===== src/rtl/snw_pkg.sv =====
package snw_pkg;
    localparam int unsigned WORD_W      = 4;
    localparam int unsigned DEPTH       = 16;
    localparam int unsigned SYNC_STAGES = 2;
endpackage


===== src/rtl/snw_sync_pipe.sv =====
module snw_sync_pipe #(
    parameter int unsigned WIDTH  = 1,
    parameter int unsigned STAGES = 2
) (
    input  logic             clk,
    input  logic             rst_n,
    input  logic [WIDTH-1:0] async_i,
    output logic [WIDTH-1:0] sync_o
);
    typedef struct packed {
        logic [STAGES-1:0][WIDTH-1:0] st;
    } pipe_t;

    pipe_t pipe_d, pipe_q;

    always_comb begin
        pipe_d       = pipe_q;
        pipe_d.st[0] = async_i;
        for (int i = 1; i < STAGES; i++) begin
            pipe_d.st[i] = pipe_q.st[i-1];
        end
    end

    always_ff @(posedge clk or negedge rst_n) begin
        if (!rst_n) pipe_q <= '0;
        else        pipe_q <= pipe_d;
    end

    assign sync_o = pipe_q.st[STAGES-1];
endmodule


===== src/rtl/snw_edge_det.sv =====
module snw_edge_det #(
    parameter int unsigned WIDTH = 1
) (
    input  logic             clk,
    input  logic             rst_n,
    input  logic [WIDTH-1:0] level_i,
    output logic [WIDTH-1:0] rise_o,
    output logic [WIDTH-1:0] fall_o
);
    typedef struct packed {
        logic [WIDTH-1:0] hist;
    } det_t;

    det_t det_d, det_q;

    always_comb begin
        det_d      = det_q;
        det_d.hist = level_i;
    end

    always_ff @(posedge clk or negedge rst_n) begin
        if (!rst_n) det_q <= '0;
        else        det_q <= det_d;
    end

    assign rise_o = level_i & ~det_q.hist;
    assign fall_o = ~level_i & det_q.hist;

    // a single edge of the input yields a single-cycle pulse
    p_single_pulse_r2: assert property (@(posedge clk) disable iff (!rst_n)
        (rise_o != '0) |=> ((rise_o & $past(rise_o)) == '0));
endmodule


===== src/rtl/snw_shift_reg.sv =====
module snw_shift_reg
    import snw_pkg::*;
#(
    parameter int unsigned W = WORD_W,
    parameter int unsigned N = DEPTH
) (
    input  logic           clk,
    input  logic           rst_n,
    input  logic           shift_en,
    input  logic [W-1:0]   din,
    output logic [N*W-1:0] sr_o,
    output logic [N*W-1:0] sr_next_o
);
    typedef struct packed {
        logic [N-1:0][W-1:0] w;
    } sr_t;

    sr_t sr_d, sr_q;
    logic [N-1:0][W-1:0] shifted;

    for (genvar g = 0; g < N; g++) begin : g_word
        if (g == N - 1) begin : g_newest
            assign shifted[g] = din;
        end else begin : g_older
            assign shifted[g] = sr_q.w[g+1];
        end
    end

    always_comb begin
        sr_d = sr_q;
        if (shift_en) begin
            sr_d.w = shifted;
        end
    end

    always_ff @(posedge clk or negedge rst_n) begin
        if (!rst_n) sr_q <= '0;
        else        sr_q <= sr_d;
    end

    assign sr_o      = sr_q;
    assign sr_next_o = sr_d;

    // without a shift edge the register does not move
    p_shift_hold_r2: assert property (@(posedge clk) disable iff (!rst_n)
        !shift_en |=> $stable(sr_q));
    // on a shift the oldest word leaves and the rest move down
    p_shift_order_r4: assert property (@(posedge clk) disable iff (!rst_n)
        shift_en |=> sr_q.w[0] == $past(sr_q.w[1]));
endmodule


===== src/rtl/snw_xfer_latch.sv =====
module snw_xfer_latch
    import snw_pkg::*;
#(
    parameter int unsigned W = WORD_W,
    parameter int unsigned N = DEPTH
) (
    input  logic           clk,
    input  logic           rst_n,
    input  logic           shift_en,
    input  logic           xfer_en,
    input  logic [N*W-1:0] sr_next_i,
    output logic [N*W-1:0] latch_o,
    output logic           overflow_o
);
    localparam int unsigned CNT_W = $clog2(N + 2);
    localparam logic [CNT_W-1:0] CNT_LIMIT = CNT_W'(N);
    localparam logic [CNT_W-1:0] CNT_SAT   = CNT_W'(N + 1);

    typedef struct packed {
        logic [N*W-1:0] latch;
        logic [CNT_W-1:0] cnt;
        logic ovf;
    } lat_t;

    lat_t st_d, st_q;

    always_comb begin
        st_d = st_q;
        if (xfer_en) begin
            // shift-first: the next register value already holds the new word
            st_d.latch = sr_next_i;
            st_d.cnt   = '0;
            st_d.ovf   = 1'b0;
        end else if (shift_en) begin
            if (st_q.cnt != CNT_SAT) begin
                st_d.cnt = st_q.cnt + 1'b1;
            end
            if (st_q.cnt >= CNT_LIMIT) begin
                st_d.ovf = 1'b1;
            end
        end
    end

    always_ff @(posedge clk or negedge rst_n) begin
        if (!rst_n) st_q <= '0;
        else        st_q <= st_d;
    end

    assign latch_o    = st_q.latch;
    assign overflow_o = st_q.ovf;

    // the latch holds between transfers
    p_latch_hold_r6: assert property (@(posedge clk) disable iff (!rst_n)
        !xfer_en |=> $stable(st_q.latch));
    // a transfer clears the flag
    p_ovf_clear_r5: assert property (@(posedge clk) disable iff (!rst_n)
        xfer_en |=> !st_q.ovf);
    // the flag is only raised by an arriving word
    p_ovf_cause_r5: assert property (@(posedge clk) disable iff (!rst_n)
        $rose(st_q.ovf) |-> $past(shift_en));
endmodule


===== src/rtl/serial_nibble_wport.sv =====
module serial_nibble_wport
    import snw_pkg::*;
#(
    parameter int unsigned W      = WORD_W,
    parameter int unsigned N      = DEPTH,
    parameter int unsigned STAGES = SYNC_STAGES
) (
    input  logic           clk,
    input  logic           rst_n,
    input  logic           shift_clk_i,
    input  logic [W-1:0]   data_i,
    input  logic           wr_xfer_n_i,
    output logic [N*W-1:0] latch_o,
    output logic           overflow_o
);
    localparam int unsigned CTRL_W = 2;

    logic [CTRL_W-1:0] ctrl_s, ctrl_rise, ctrl_fall;
    logic [W-1:0]      data_s;
    logic              shift_en, xfer_en;
    logic [N*W-1:0]    sr_q, sr_next;

    snw_sync_pipe #(.WIDTH(CTRL_W), .STAGES(STAGES)) u_ctrl_sync (
        .clk     (clk),
        .rst_n   (rst_n),
        .async_i ({wr_xfer_n_i, shift_clk_i}),
        .sync_o  (ctrl_s)
    );

    snw_sync_pipe #(.WIDTH(W), .STAGES(STAGES)) u_data_sync (
        .clk     (clk),
        .rst_n   (rst_n),
        .async_i (data_i),
        .sync_o  (data_s)
    );

    snw_edge_det #(.WIDTH(CTRL_W)) u_edges (
        .clk     (clk),
        .rst_n   (rst_n),
        .level_i (ctrl_s),
        .rise_o  (ctrl_rise),
        .fall_o  (ctrl_fall)
    );

    assign shift_en = ctrl_rise[0];
    assign xfer_en  = ctrl_fall[1];

    snw_shift_reg #(.W(W), .N(N)) u_shift (
        .clk       (clk),
        .rst_n     (rst_n),
        .shift_en  (shift_en),
        .din       (data_s),
        .sr_o      (sr_q),
        .sr_next_o (sr_next)
    );

    snw_xfer_latch #(.W(W), .N(N)) u_latch (
        .clk        (clk),
        .rst_n      (rst_n),
        .shift_en   (shift_en),
        .xfer_en    (xfer_en),
        .sr_next_i  (sr_next),
        .latch_o    (latch_o),
        .overflow_o (overflow_o)
    );

    // a plain transfer copies the register as it stood
    p_xfer_copy_r3: assert property (@(posedge clk) disable iff (!rst_n)
        (xfer_en && !shift_en) |=> latch_o == $past(sr_q));
    // a coincident word lands as the most recent latch word
    p_coincide_r7: assert property (@(posedge clk) disable iff (!rst_n)
        (xfer_en && shift_en) |=> latch_o[N*W-1 -: W] == $past(data_s));
endmodule


===== config.mk =====
export PLATFORM = sky130hd
export DESIGN_NAME = serial_nibble_wport
export DESIGN_NICKNAME = d
export VERILOG_FILES = /design/src/rtl/snw_pkg.sv /design/src/rtl/snw_sync_pipe.sv /design/src/rtl/snw_edge_det.sv /design/src/rtl/snw_shift_reg.sv /design/src/rtl/snw_xfer_latch.sv /design/src/rtl/serial_nibble_wport.sv
export SDC_FILE = /design/constraint.sdc
export NUM_CORES = 1
export LEC_CHECK = 0
export BUFFER_PORTS_ARGS = -buffer_cell sky130_fd_sc_hd__buf_2
export CAP_MARGIN = 20
export CORE_MARGIN = 5
export CORE_UTILIZATION = 40
export DETAILED_ROUTE_END_ITERATION = 8
export PLACE_DENSITY_LB_ADDON = 0.25
export SETUP_SLACK_MARGIN = 0.05
export SYNTH_ARGS = -nofsm -noshare
export SYNTH_HDL_FRONTEND = slang
export SYNTH_HIERARCHICAL = 1
export SYNTH_SLANG_ARGS = --single-unit

===== constraint.sdc =====
create_clock -name clk -period 1.65 [get_ports clk]
set_input_delay 0.0825 -clock clk [delete_from_list [all_inputs] [get_ports clk]]
set_output_delay 0.0825 -clock clk [all_outputs]
set_load 0.1 [all_outputs]

==> results by group <==
Job
  – Max Cap Viol: 0

STA
  – Pins Over Slew Limit: 0
  – Final Skew: 0.00794 ns
  – Maximum achievable frequency: 0.618 GHz
  – Final critical path time including I/O delays and setup: 1.62 ns
  – Final Setup Violations: 0
  – Fin crit share: between 90% and 100%
  – Fin. Hold Viols: 0
  – Final setup TNS: 0 ns
  – Slew @ Worst Pin: 0.514 ns
  – RSZ-0062 raised after global routing: true
  – Slew HR: 66.0%

Placed design
  – Cells after DPL: 574
  – Port Buffer Count: between 70 and 80
  – Routability cong.: 0.718
  – Final HPWL DP: 6.72 mm

CTS
  – Clk_lat worst skew: 0.41 ns
  – Clock Path Buffers: 2
  – Clock buffer count from CTS: 17
  – CTS tree: done
  – H-tree levels: 4
  – Root Driver: clkbuf_16
  – CTS clk-pin slew, worst paths: around 0.06 ns
  – Clock sink count: 148

Routing
  – Routed vias: 2857
  – Vias per cell: 4.66
  – Remaining DRCs: 0
  – DR WL/cell: 16.8 um
  – Detail Route Antenna Nets: 0
  – Pre-antenna DRT Iters: 4
  – Final Routed Wirelength: 10.3 mm
  – Number of DRC markers in iteration 0: 137

Global routing
  – Initial antenna violation count: 0
  – Vias in the first global route: 3181
  – Largest net degree at the start of global routing: 50
  – Grt total ovfl: 0
  – Total GRT Usage: a little under an eighth
  – First-pass GRT wire length: ~17 mm

Cells and area
  – Share of layout cells above drive strength 1: 58.1%
  – Non-Filler Instances: 613
  – Filler cell count: between 1000 and 1500
  – Syn-to-layout area delta: 16.3%
  – Final Util: approximately 47%
  – Total Nets Final: 422
  – Diode count: 0

Floorplan
  – # rows: 45
  – Die width: 134 um
  – Full die area: 0.0181 mm2
  – Core area: ~0.015 mm2
  – Die Height: around 130 um
  – Initial cell density of the core: approximately two fifths
  – I/O pins: 73

Critical path
  – CP startpoint kind: flop
  – Worst path required time: around 2.0 ns
  – CP Data Arrival Time: around 1.9 ns
  – Critical path class: reg -> reg
  – Crit-path max FO: 23
  – Crit. End Element: flop

Synth
  – Synth warnings: 6
  – Cells after Synth: 381
  – Syn Std Cell Area: 0.00619 mm2
  – Syn Area/Cell: roughly 16 um2
  – Post-Syn Nets: 391

Run status
  – Status: finished clean

Worst hold path
  – Worst min-delay path category: in -> async
## routing by layer
layer / wire (um) / share of wire (%) / GRT usage (%)
met4: 140 / 1.4 / 5.26
met3: 493 / 4.8 / 3.86
met2: 4620 / 45 / 17.8
met1: 5040 / 49 / 15.8
met5: 0 / 0 / 0
## worst paths after layout
| check | start | endpoint | slack [ns] | cells past startpoint |
|---|---|---|---|---|
| worst max-delay path | u_edges/det_q[0]$_DFF_PN0_ | u_latch/latch_o[57]$_DFFE_PN0P_ | 0.03 | 4 |
| worst min-delay path | rst_n | u_latch/latch_o[27]$_DFFE_PN0P_ | 0.18 | 2 |
| worst max register to register | u_edges/det_q[0]$_DFF_PN0_ | u_latch/latch_o[57]$_DFFE_PN0P_ | 0.03 | 4 |
| worst min register to register | u_ctrl_sync/pipe_d[3]$_DFF_PN0_ | u_ctrl_sync/sync_o[1]$_DFF_PN0_ | 0.35 | 0 |
| max in group asynchronous | rst_n | u_shift/sr_o[11]$_DFF_PN0_ | 0.76 | 3 |
| min in group clk | data_i[0] | u_data_sync/pipe_d[4]$_DFF_PN0_ | 0.31 | 2 |
## layout by cell type, fill, tap and decap left out, types with 2 or more instances in the layout
master         instances
and2b_4                2
clkinv_2               3
clkbuf_8               3
clkbuf_16             17
bufinv_16              4
buf_6                  2
clkinvlp_4             3
nand4_1                2
buf_2                 71
dlygate4sd3_1          7
a21oi_1                2
mux2_4               105
dfrtp_1              148
inv_1                  2
mux2_2                24
buf_4                  4
nand2_1                3
buf_12                 7
nor2_1                 6
ha_1                   2
xor2_1                 2
## area by class of cell
type	instances	area, um2	area share [%]
Timing Repair Buffer	91	618	8.58
Tap cell	188	235	3.26
Clock buffer	20	467	6.48
Clock inverter	12	175	2.43
Inverter	2	7.51	0.104
Multi-Input combinational cell	152	2000	27.8
Sequential cell	148	3700	51.4
## registers in the layout, summed over array words and instances, names as in the netlist
register	count
u_edges/det_q	2
u_ctrl_sync/pipe_d	2
u_data_sync/sync_o	4
u_latch/overflow_o	1
u_data_sync/pipe_d	4
u_latch/latch_o	64
u_latch/st_q	5
u_ctrl_sync/sync_o	2
u_shift/sr_o	64
## stage by stage
stage               area [um2]  setup slack [ns]  hold WS (ns)
CTS                       7030           0.00556         0.185
detailed placement        6320            0.0174        0.0512
global route              7210           0.00389         0.218
global placement          6320            0.0409        0.0493
finish                    7210            0.0321         0.181
floorplan                 6200            0.0535        -0.213
## repair_timing
item | CTS | global route
setup endpoints to repair | 41 | 54
endpoints found under the hold margin | 50 | 0
gates resized for setup | 0 | 46
hold buffers | 7 | 0
buffers inserted | 0 | 0
## worst max-delay path, cell delays in order (launching register included)
cell and delay, ns:
dfrtp_1 0.35, and2b_4 0.31, buf_12 0.23, mux2_4 0.34
mux2_4 0.26
Power is not shown: default switching activity piles up to over one toggle a cycle in this logic, so the estimate is an artifact.
